$ cat src/rtl/vseq_pkg.sv
package vseq_pkg;
    localparam int VL_W   = 7;
    localparam int REG_W  = 5;
    localparam int DATA_W = 64;
    localparam int N_OPS  = 3;   // 0 = destination, 1 = source A, 2 = source B

    typedef enum logic {
        ST_IDLE = 1'b0,
        ST_RUN  = 1'b1
    } seq_st_e;

    typedef struct packed {
        seq_st_e                      st;
        logic [VL_W-1:0]              elem;
        logic [VL_W-1:0]              vl;
        logic [N_OPS-1:0][REG_W-1:0]  base;
        logic [N_OPS-1:0]             vec;
        logic                         rec;
        logic                         done;
        logic                         err;
    } seq_state_t;
endpackage

$ cat src/rtl/vseq_regcalc.sv
module vseq_regcalc #(
    parameter int REG_W = 5,
    parameter int VL_W  = 7
) (
    input  logic [REG_W-1:0] base_i,
    input  logic             vec_i,
    input  logic [VL_W-1:0]  elem_i,
    output logic [REG_W-1:0] reg_o,
    output logic             ovf_o
);
    localparam int SUM_W = ((VL_W > REG_W) ? VL_W : REG_W) + 1;
    localparam logic [SUM_W-1:0] REG_MAX = SUM_W'((1 << REG_W) - 1);

    logic [SUM_W-1:0] sum;

    always_comb begin
        sum   = SUM_W'(base_i) + (vec_i ? SUM_W'(elem_i) : '0);
        reg_o = sum[REG_W-1:0];
        ovf_o = (sum > REG_MAX);
    end
endmodule

$ cat src/rtl/vseq_ccgen.sv
module vseq_ccgen #(
    parameter int DATA_W = 64
) (
    input  logic [DATA_W-1:0] result_i,
    input  logic              so_i,
    output logic [3:0]        cc_o
);
    logic neg, zero;

    always_comb begin
        neg  = result_i[DATA_W-1];
        zero = (result_i == '0);
        cc_o = {neg, !neg && !zero, zero, so_i};
    end
endmodule

$ cat src/rtl/vec_elem_seq.sv
module vec_elem_seq
    import vseq_pkg::*;
#(
    parameter int VLW = VL_W,
    parameter int RW  = REG_W,
    parameter int DW  = DATA_W
) (
    input  logic           clk,
    input  logic           rst_n,
    input  logic           start_i,
    input  logic [VLW-1:0] vlen_i,
    input  logic [RW-1:0]  dst_base_i,
    input  logic [RW-1:0]  srca_base_i,
    input  logic [RW-1:0]  srcb_base_i,
    input  logic           dst_vec_i,
    input  logic           srca_vec_i,
    input  logic           srcb_vec_i,
    input  logic           rec_en_i,
    input  logic           issue_ready_i,
    input  logic [DW-1:0]  result_i,
    input  logic           so_i,
    output logic           issue_valid_o,
    output logic [RW-1:0]  issue_dst_o,
    output logic [RW-1:0]  issue_srca_o,
    output logic [RW-1:0]  issue_srcb_o,
    output logic [VLW-1:0] issue_crf_o,
    output logic           issue_rec_o,
    output logic           cc_valid_o,
    output logic [3:0]     cc_o,
    output logic           busy_o,
    output logic           done_o,
    output logic           err_o
);
    seq_state_t q, d;

    logic [N_OPS-1:0][REG_W-1:0] reg_num;
    logic [N_OPS-1:0]            reg_ovf;
    logic                        any_ovf;
    logic                        last_elem;
    logic                        fire;
    logic                        zero_start;

    for (genvar g = 0; g < N_OPS; g++) begin : g_op
        vseq_regcalc #(.REG_W(REG_W), .VL_W(VL_W)) u_calc (
            .base_i (q.base[g]),
            .vec_i  (q.vec[g]),
            .elem_i (q.elem),
            .reg_o  (reg_num[g]),
            .ovf_o  (reg_ovf[g])
        );
    end

    vseq_ccgen #(.DATA_W(DATA_W)) u_cc (
        .result_i (result_i),
        .so_i     (so_i),
        .cc_o     (cc_o)
    );

    always_comb begin
        any_ovf    = |reg_ovf;
        last_elem  = (q.elem == q.vl - 1'b1) || !q.vec[0];
        fire       = (q.st == ST_RUN) && !any_ovf && issue_ready_i;
        zero_start = start_i && (q.st == ST_IDLE) && (vlen_i == '0);

        d      = q;
        d.done = 1'b0;
        d.err  = 1'b0;
        unique case (q.st)
            ST_IDLE: begin
                if (start_i && vlen_i != '0) begin
                    d.st   = ST_RUN;
                    d.elem = '0;
                    d.vl   = vlen_i;
                    d.base = {srcb_base_i, srca_base_i, dst_base_i};
                    d.vec  = {srcb_vec_i, srca_vec_i, dst_vec_i};
                    d.rec  = rec_en_i;
                end
            end
            ST_RUN: begin
                if (any_ovf) begin
                    d.st  = ST_IDLE;
                    d.err = 1'b1;
                end else if (issue_ready_i) begin
                    if (last_elem) begin
                        d.st   = ST_IDLE;
                        d.done = 1'b1;
                    end else begin
                        d.elem = q.elem + 1'b1;
                    end
                end
            end
            default: d.st = ST_IDLE;
        endcase
    end

    always_ff @(posedge clk) begin
        if (!rst_n) begin
            q <= '0;
        end else begin
            q <= d;
        end
    end

    always_comb begin
        busy_o        = (q.st == ST_RUN);
        issue_valid_o = busy_o && !any_ovf;
        issue_dst_o   = reg_num[0];
        issue_srca_o  = reg_num[1];
        issue_srcb_o  = reg_num[2];
        issue_crf_o   = q.elem;
        issue_rec_o   = q.rec;
        cc_valid_o    = fire;
        done_o        = q.done || zero_start;
        err_o         = q.err;
    end
endmodule

$ cat config.mk
export PLATFORM = sky130hd
export DESIGN_NAME = vec_elem_seq
export DESIGN_NICKNAME = d
export VERILOG_FILES = /design/src/rtl/vseq_pkg.sv /design/src/rtl/vseq_regcalc.sv /design/src/rtl/vseq_ccgen.sv /design/src/rtl/vec_elem_seq.sv
export SDC_FILE = /design/constraint.sdc
export NUM_CORES = 1
export LEC_CHECK = 0
export ABC_AREA = 1
export BUFFER_PORTS_ARGS = -buffer_cell sky130_fd_sc_hd__clkbuf_2
export CORE_MARGIN = 2
export CORE_UTILIZATION = 52
export DETAILED_ROUTE_END_ITERATION = 16
export GPL_TIMING_DRIVEN = 0
export PLACE_DENSITY = 0.93
export SYNTH_ARGS = -nofsm -noshare
export SYNTH_HDL_FRONTEND = slang
export SYNTH_SLANG_ARGS = --single-unit
export TNS_END_PERCENT = 10
$ cat constraint.sdc
create_clock -name clk -period 6.3 [get_ports clk]
set_input_delay 0.315 -clock clk [delete_from_list [all_inputs] [get_ports clk]]
set_output_delay 0.315 -clock clk [all_outputs]
set_load 0.01 [all_outputs]
# Word-level counts from Yosys, hierarchy flattened
# Index checks and enable logic that the tools add are counted.
# Widths: inputs -> output; s select.
dict set report totals {
  reg_bits 36
  word_cells 58
}
dict set report classes {
  n_addsub 5
  order_cmp 3
  eq_ne 5
  mux 12
  n_bitwise 3
  n_reduce_logical 20
}
# cell count
set ops {}
lappend ops {{$logic_not 64->1} 1}
lappend ops {{$mux 7} 5}
lappend ops {{$mux 34} 1}
lappend ops {{$add 5x8->8} 3}
lappend ops {{$gt 8x5->1 const B} 3}
lappend ops {{$pmux 8 s2} 1}
lappend ops {{$mux 8} 1}
lappend ops {{$add 7x1->7 const B} 1}
lappend ops {{$eq 7x7->1} 1}
lappend ops {{$logic_not 7->1} 1}
lappend ops {{$reduce_bool 7->1} 1}
lappend ops {{$sub 7x1->7 const B} 1}
lappend ops {{$logic_and 1x1->1} 6}
lappend ops {{$ne 2x2->1 const B} 3}
lappend ops {{$reduce_or 6->1} 1}
lappend ops {{$logic_not 1->1} 4}
lappend ops {{$mux 1} 4}
lappend ops {{$reduce_and 2->1} 2}
lappend ops {{$reduce_and 4->1} 1}
lappend ops {{$not 1->1} 3}
lappend ops {{$reduce_or 3->1} 1}
lappend ops {{$logic_or 1x1->1} 2}
lappend ops {{$ne 2x1->1 const B} 1}

# Longest topological paths before layout
# Gate-level depths: netlist of run 1.
dict set report logic_depth {
  ltp_word 7
  depth_mapped 18
  depth_no_buf 17
}

# By module
# Synthesis of run 1 repeated with hierarchy kept, for this count alone.
dict set report unflattened {
  cells_unflattened 487
  hier_area_um2 2901.5
}
# module instances cells_per_inst area_per_inst_um2 seq_area_each_um2
set by_module_without_submodules {}
lappend by_module_without_submodules {vec_elem_seq 1 261 1783.0 720.7}
lappend by_module_without_submodules {vseq_regcalc 3 53 284.0 0.0}
lappend by_module_without_submodules {vseq_ccgen 1 67 266.5 0.0}

# Worst setup path before layout of run 1
# Ideal clock, no wire load.
dict set report synth_timing {
  path_kind {register to output}
  from {register q[4] (netlist bit)}
  to {output issue_valid_o}
  arrival_time_ns 1.911
  slack_ns 4.074
  path_stages_with_launch 15
  n_path_buf 1
  cell_sequence {dfxtp_1 -> buf_4 -> nand2_1 -> inv_1 -> ha_1 -> fa_1 -> nand2_1 -> nor2_1 -> nand2_1 -> nand3_1 -> nand2_1 -> nand3_1 -> nor2_2 -> nand3_2 -> nor2_1}
}
dict set report synth_via {
  elab_chain_len 6
}
# item line
set synth_rtl {}
lappend synth_rtl {{start, declared} vec_elem_seq.sv:34} ;# seq_state_t q, d;
lappend synth_rtl {{start signal, assigned} vec_elem_seq.sv:98} ;# q <= '0;
lappend synth_rtl {{start signal, assigned} vec_elem_seq.sv:100} ;# q <= d;
lappend synth_rtl {{$mux 7} vseq_regcalc.sv:17} ;# sum = SUM_W'(base_i) + (vec_i ? SUM_W'(elem_i) : '0);
lappend synth_rtl {{$add 5x8->8} vseq_regcalc.sv:17}
lappend synth_rtl {{$gt 8x5->1} vseq_regcalc.sv:19} ;# ovf_o = (sum > REG_MAX);
lappend synth_rtl {{$reduce_or 3->1} vec_elem_seq.sv:60} ;# any_ovf = |reg_ovf;
lappend synth_rtl {{$logic_not 1->1} vec_elem_seq.sv:106} ;# issue_valid_o = busy_o && !any_ovf;
lappend synth_rtl {{$logic_and 1x1->1} vec_elem_seq.sv:106}
lappend synth_rtl {{end, declared} vec_elem_seq.sv:22} ;# output logic issue_valid_o,
# Every way passes these cells.

# Worst setup path in the final report of run 1
dict set report layout_timing {
  from {register q (netlist bit issue_crf_o[2])}
  to {output issue_valid_o}
}
dict set report layout_via {
  elab_chain_len 6
}
# item line
set layout_rtl {}
lappend layout_rtl {{$mux 7} vseq_regcalc.sv:17}
lappend layout_rtl {{$add 5x8->8} vseq_regcalc.sv:17}
lappend layout_rtl {{$gt 8x5->1} vseq_regcalc.sv:19}
lappend layout_rtl {{$reduce_or 3->1 (*)} vec_elem_seq.sv:60}
lappend layout_rtl {{$logic_not 1->1 (*)} vec_elem_seq.sv:106}
lappend layout_rtl {{$logic_and 1x1->1 (*)} vec_elem_seq.sv:106}
# Every way passes the cells marked *; elsewhere a longest branch is shown, timed or not.

==> impl_metrics.ini, run 1 <==
[outcome]
outcome = complete, no violations

[die]
initial_utilization_pct = 54.0
die_h_um = 79.6
io_pins = 127
dieArea_um2 = 6340
core_area_um2 = 5510
die_w_um = 79.6
rows = 27

[sta]
timing_hold_violations_final = 0
holdWs_ps = 240
slew_viol_final = 0
tightest_slew_ps = 482
max_freq_mhz = 334
period_minus_slack_ps = 3000
fin_setup_tns_ps = 0
finalCritPeriodShare_pct = 47.6
grt_setup_unrepaired = no
max-slew-margin-rel_pct = 67.8
finalClockSkew_ps = 7.35
setup_viol = 0
final.setup.worst_slack_ps = 3300

[synthesis]
ys.flop_type = dfxtp_1
yosysSeqAreaShare_pct = 24.2
muxShareOfSynthArea_pct = 0
synth_edf_count = 0
syn_area_um2 = 2980
synth_top_area_share_pct = 24.2
ys_warn_count = 0
async_reset_ff_share_pct = 0
synthCells = 463
synth.avg_cell_area_um2 = 6.43
synth_top_family_by_area = simple AND/OR/NAND/NOR gates
yosys-top-cells-area = dfxtp_1 24%, nand2_1 13%, nor2_1 9.1%, ha_1 7.1%, inv_1 6.2%
postSynthNetCount = 578
synthXorXnorAreaFrac_pct = 3.53
synth-simple-area-share_pct = 41.4
synth-seq-cells = 36
synthAdderAreaFrac_pct = 9.17
synth-compound-area-share_pct = 9.46
ys_types = 34
yosysTopAreaCell = dfxtp_1

[global_route]
grt_pass1_wl_um = 14100
antenna_found_initial = 0
first_global_vias = 3322
overflow = 0
grt_max_degree = 12
grt_use_total_pct = 27.6

[cts]
cts_setup_buffers = 0
cts.clk_slew.worst_paths_ps = 70
htreeDepth = 2
cts_root_buf = clkbuf_8
clock_path_buffers = 2
cts_resized = 0
cts-buffers-inserted = 5
clock_sinks = 36
cts_tree = done
clock_latency_ps = 300
cts_hold_buf = 0

[worst_setup_path]
ff2ff_path_depth = 16
regToRegSetupSlack_ps = 3760
worstPathArrival_ps = 2680
crit_top_cell = nand2_1
crit_path_end_kind = primary output
crit_path_cell_trace = clkbuf_1 > nand2_1 > inv_1 > ha_1 > nand2_1 > nand2_1 > inv_1 > nand2_1 > a21oi_2 > nand3_1 > nor2_2 > nand3_2 > nor2_1 > clkbuf_2
crit_type = reg -> out
critPathLaunchType = register
r2r-end = issue_crf_o[6]
crit_fanout = 9
cp_slowest_cell = clkbuf_1
max_stage_delay_ps = 390
regToRegStartpoint = issue_crf_o[2]
cp_data_required_time_ps = 5980

[layout]
syn_to_final_growth_pct = 27.7
antenna_cells = 0
final_layout_size_suffix_gt1_share_pct = 30.7
layout_commonest_cell = clkbuf_2
nNetsFinal = 710
final_cell_mix = 125 x clkbuf_2, 102 x nand2_1, 72 x nor2_1, 49 x inv_1, 36 x dfxtp_1

[place]
port_buffers = 125
dp_slack_ps = 3660
dp_hpwl_um = 6830
globalplace.congestion = 0.898

[hold_path]
hold_end = q[3]
hp-start = dst_vec_i
whs_path_depth = 3
hp-class = in -> reg

[route]
viasPerCell = 5.28
ant_nets = 0
dr.pass1.iters = 5
vias = 3524
drc_errors = 0
routedWlPerCell_um = 13.1
routed_wl_um = 8760
initialDrtViolationCount = 309

[pwr]
p_clk_share_pct = 29.0
swShare_pct = 34.5
internal_power_uw = 466
power_frac_seq_pct = 37.9
p_sw_uw = 246
leakage_nw = 2.21
powerDensity_nw_per_um2 = 188
pwr-share-comb_pct = 33.1
peakVddDrop_mv = 0.113

[job]
drv_cap = 0
## worst max path at each step
stage / from / end / slack [ps] / cells past startpoint
after global routing: issue_crf_o[2] / issue_valid_o / 3080 / 12
after CTS: issue_crf_o[2] / issue_valid_o / 3340 / 14
final: issue_crf_o[2] / issue_valid_o / 3300 / 14
after floorplan: q[4] / issue_valid_o / 4070 / 14
after global placement: issue_crf_o[2] / issue_valid_o / 3750 / 12
after detailed placement: issue_crf_o[2] / issue_valid_o / 3660 / 14
## sequential cells by signal (all words and copies together), names as in the netlist
register,cells
q,26
issue_crf_o,7
busy_o,1
issue_rec_o,1
err_o,1
## worst max-delay path: cells and delay by family (launching register included)
family,cells,cell delay (ps)
simple gates,8,960
buf+inv,4,690
flops,1,330
fa+ha+maj,1,270
compound gates,1,130
## final cells by class
| type | count | area, um2 |
|---|---|---|
| tap | 72 | 90.1 |
| buffer | 25 | 158 |
| inverter | 55 | 206 |
| clock inverter | 2 | 35.0 |
| fill | 471 | 1710 |
| sequential | 36 | 721 |
| timing repair buffer | 125 | 626 |
| clock buffer | 6 | 72.6 |
| multi-input combinational | 347 | 1890 |
## cells by family after synthesis
logic type | count (synthesis)
AO/OA/AOI/OAI | 53
XOR/XNOR | 12
adder cells (fa/ha/maj) | 20
buffers and inverters | 80
flip-flops | 36
AND/OR/NAND/NOR | 262
## routing by layer
layer,global-route usage [%],up-vias,wire length [um]
li1,-,1761,-
met1,32.8,1546,3470
met2,48.8,179,4320
met3,4.75,38,711
met4,11.2,0,247
met5,0,-,0
## through the flow
stage	utilization, %	power (mW)	std cells	cell area [um2]
CTS	69.0	0.711	668	3800
floorplan	-	0.422	463	2980
finish	69.0	0.712	668	3800
detailed placement	67.0	0.506	660	3690
global placement	67.0	0.499	660	3690
global route	69.0	0.755	668	3800
## cells in the mapped netlist (2+ instances only)
cell	number
xor2_1	10
ha_1	17
inv_2	6
nor2_1	72
a21oi_1	17
dfxtp_1	36
and2_4	4
a31oi_1	2
o21ai_0	31
nand2_4	4
buf_4	13
nor3_1	2
nand2_1	102
nor4_1	20
inv_1	49
nor2_2	7
nand3_1	26
buf_2	6
xnor2_1	2
nand4_1	15
clkbuf_1	5
nor2_4	3
fa_1	3
## power by group through the flow
| stage | combinational [mW] | clock, mW | sequential [mW] |
|---|---|---|---|
| after floorplan | 0.154 | 0 | 0.268 |
| after global placement | 0.225 | 0 | 0.274 |
| after detailed placement | 0.232 | 0 | 0.274 |
| after CTS | 0.234 | 0.208 | 0.269 |
| after global routing | 0.264 | 0.219 | 0.272 |
| final | 0.236 | 0.207 | 0.270 |
(Power assumes the default switching activity.)
==> run 2, diff against run 1 <==
--- a/config.mk
+++ b/config.mk
@@ -8,10 +8,10 @@
 export ABC_AREA = 1
 export BUFFER_PORTS_ARGS = -buffer_cell sky130_fd_sc_hd__clkbuf_2
 export CORE_MARGIN = 2
-export CORE_UTILIZATION = 52
+export CORE_UTILIZATION = 44
 export DETAILED_ROUTE_END_ITERATION = 16
 export GPL_TIMING_DRIVEN = 0
-export PLACE_DENSITY = 0.93
+export PLACE_DENSITY = 0.85
 export SYNTH_ARGS = -nofsm -noshare
 export SYNTH_HDL_FRONTEND = slang
 export SYNTH_SLANG_ARGS = --single-unit
==> constraint.sdc (replaced) <==
create_clock -name clk -period 2.68 [get_ports clk]
set_input_delay 0.134 -clock clk [delete_from_list [all_inputs] [get_ports clk]]
set_output_delay 0.134 -clock clk [all_outputs]
set_load 0.01 [all_outputs]
==> impl_metrics.ini, run 2 (synthesized netlist as in run 1, its figures left out) <==
[hold_path]
hold_end = q[7]
hp-class = in -> reg
hp-start = dst_base_i[1]
whs_path_depth = 3

[layout]
fin_area_um2 = 3860
regArea_um2 = 723
fillers = 629
stdcell_count = 673
multiInputGateArea_um2 = 1930
final_core_util_pct = 59.8
syn_to_final_growth_pct = 29.9
final_layout_size_suffix_gt1_share_pct = 32.4
nNetsFinal = 710
antenna_cells = 0
final_cell_mix = 123 x clkbuf_2, 101 x nand2_1, 70 x nor2_1, 49 x inv_1, 34 x dfxtp_1
largest_reg_flops = 26
layout_commonest_cell = clkbuf_2
largest-register = q

[global_route]
grt_pass1_wl_um = 14500
grt_use_total_pct = 24.2
overflow = 0
antenna_found_initial = 0
grt_max_degree = 12
first_global_vias = 3344

[pwr]
powerDensity_nw_per_um2 = 440
p_clk_share_pct = 28.9
p_sw_uw = 593
power_frac_seq_pct = 37.6
pwr-share-comb_pct = 33.6
leakage_nw = 2.22
swShare_pct = 34.8
peakVddDrop_mv = 0.340
internal_power_mw = 1.11
p_total_mw = 1.70

[worst_setup_path]
cp_slowest_cell = fa_2
crit_fanout = 9
ff2ff_path_depth = 17
crit_path_end_kind = primary output
worstPathArrival_ps = 2430
regToRegStartpoint = q[4]
crit_top_cell = nand2_1
crit_type = reg -> out
critPathLaunchType = register
crit_path_cell_trace = buf_4 > nand2_1 > inv_1 > ha_1 > fa_2 > nand2_1 > nor2_1 > nand2_1 > nand3_1 > nand2_1 > nand3_1 > nor2_2 > nand3_4 > nor2_4 > buf_6
cp_data_required_time_ps = 2550
max_stage_delay_ps = 360
regToRegSetupSlack_ps = 240
r2r-end = issue_crf_o[0]

[job]
drv_cap = 0

[place]
placed_area_um2 = 3700
globalplace.congestion = 0.870
dp_hpwl_um = 7140
dp_slack_ps = 194
port_buffers = 125
dp_cells = 665

[sta]
max_freq_mhz = 391
fin_setup_tns_ps = 0
max-slew-margin-rel_pct = 60.2
holdWs_ps = 56.5
finalClockSkew_ps = 9.05
slew_viol_final = 0
tightest_slew_ps = 592
final.setup.worst_slack_ps = 119
period_minus_slack_ps = 2560
setup_viol = 0
finalCritPeriodShare_pct = 95.5
timing_hold_violations_final = 0

[cts]
clock_path_buffers = 2
cts_tree = done
cts-buffers-inserted = 5
clock_sinks = 36
cts.clk_slew.worst_paths_ps = 80
htreeDepth = 2
cts_root_buf = clkbuf_8
clock_latency_ps = 300

[die]
dieArea_um2 = 7440
io_pins = 127
initial_utilization_pct = 46.1
die_h_um = 86.2
rows = 29
core_area_um2 = 6460
die_w_um = 86.2

[route]
drc_errors = 0
dr.pass1.iters = 4
routedWlPerCell_um = 13.6
ant_nets = 0
routed_wl_um = 9140
dr_wl_met2_um = 4750
m1WireLength_um = 3470
vias = 3499
viasPerCell = 5.20
wl_met3_um = 749
initialDrtViolationCount = 181
dr.max_layer_used = met4

[outcome]
outcome = complete, no violations
run 2: routing by layer:
| metal | track usage (%) | vias up |
|---|---|---|
| li1 | - | 1752 |
| met1 | 26.9 | 1568 |
| met2 | 47.0 | 160 |
| met3 | 3.81 | 19 |
| met4 | 6.96 | 0 |
| met5 | 0 | - |
run 2: power groups by stage:
stage          sequential (mW)  clock, mW  combinational, mW
2_1_floorplan            0.629          0              0.362
3_3_place_gp             0.644          0              0.538
3_5_place_dp             0.646          0              0.550
4_1_cts                  0.637      0.497              0.553
5_1_grt                  0.647      0.520              0.637
6_report                 0.639      0.491              0.571
run 2: worst max-delay path, delay by kind of cell (launching register included):
family	cells	cell delay, ps
buf+inv	3	310
fa+ha+maj	2	570
flops	1	310
simple gates	10	940
run 2: how the worst max path moves through the flow:
stage | startpoint | endpoint | slack [ps]
2_1_floorplan | q[4] | issue_crf_o[0] | 520
3_3_place_gp | issue_crf_o[2] | issue_crf_o[6] | 210
3_5_place_dp | issue_crf_o[2] | issue_crf_o[6] | 190
4_1_cts | q[5] | issue_valid_o | 7
5_1_grt | issue_crf_o[1] | issue_valid_o | -10
6_report | q[4] | issue_valid_o | 120
run 2: area by class of cell:
class | instances | area share, %
clock buffer | 6 | 1.88
clock inverter | 2 | 0.907
inverter | 55 | 5.34
tap | 77 | 2.49
buffer | 24 | 4.08
multi-input combinational | 347 | 50.0
sequential | 36 | 18.7
timing repair buffer | 126 | 16.5
run 2: repair_timing:
item	CTS	global route
setup buffers	0	1
gates resized for setup	2	15
endpoints found under the setup margin	2	4
hold buffers	0	0
hold endpoints to repair	0	0
pin swaps	0	5
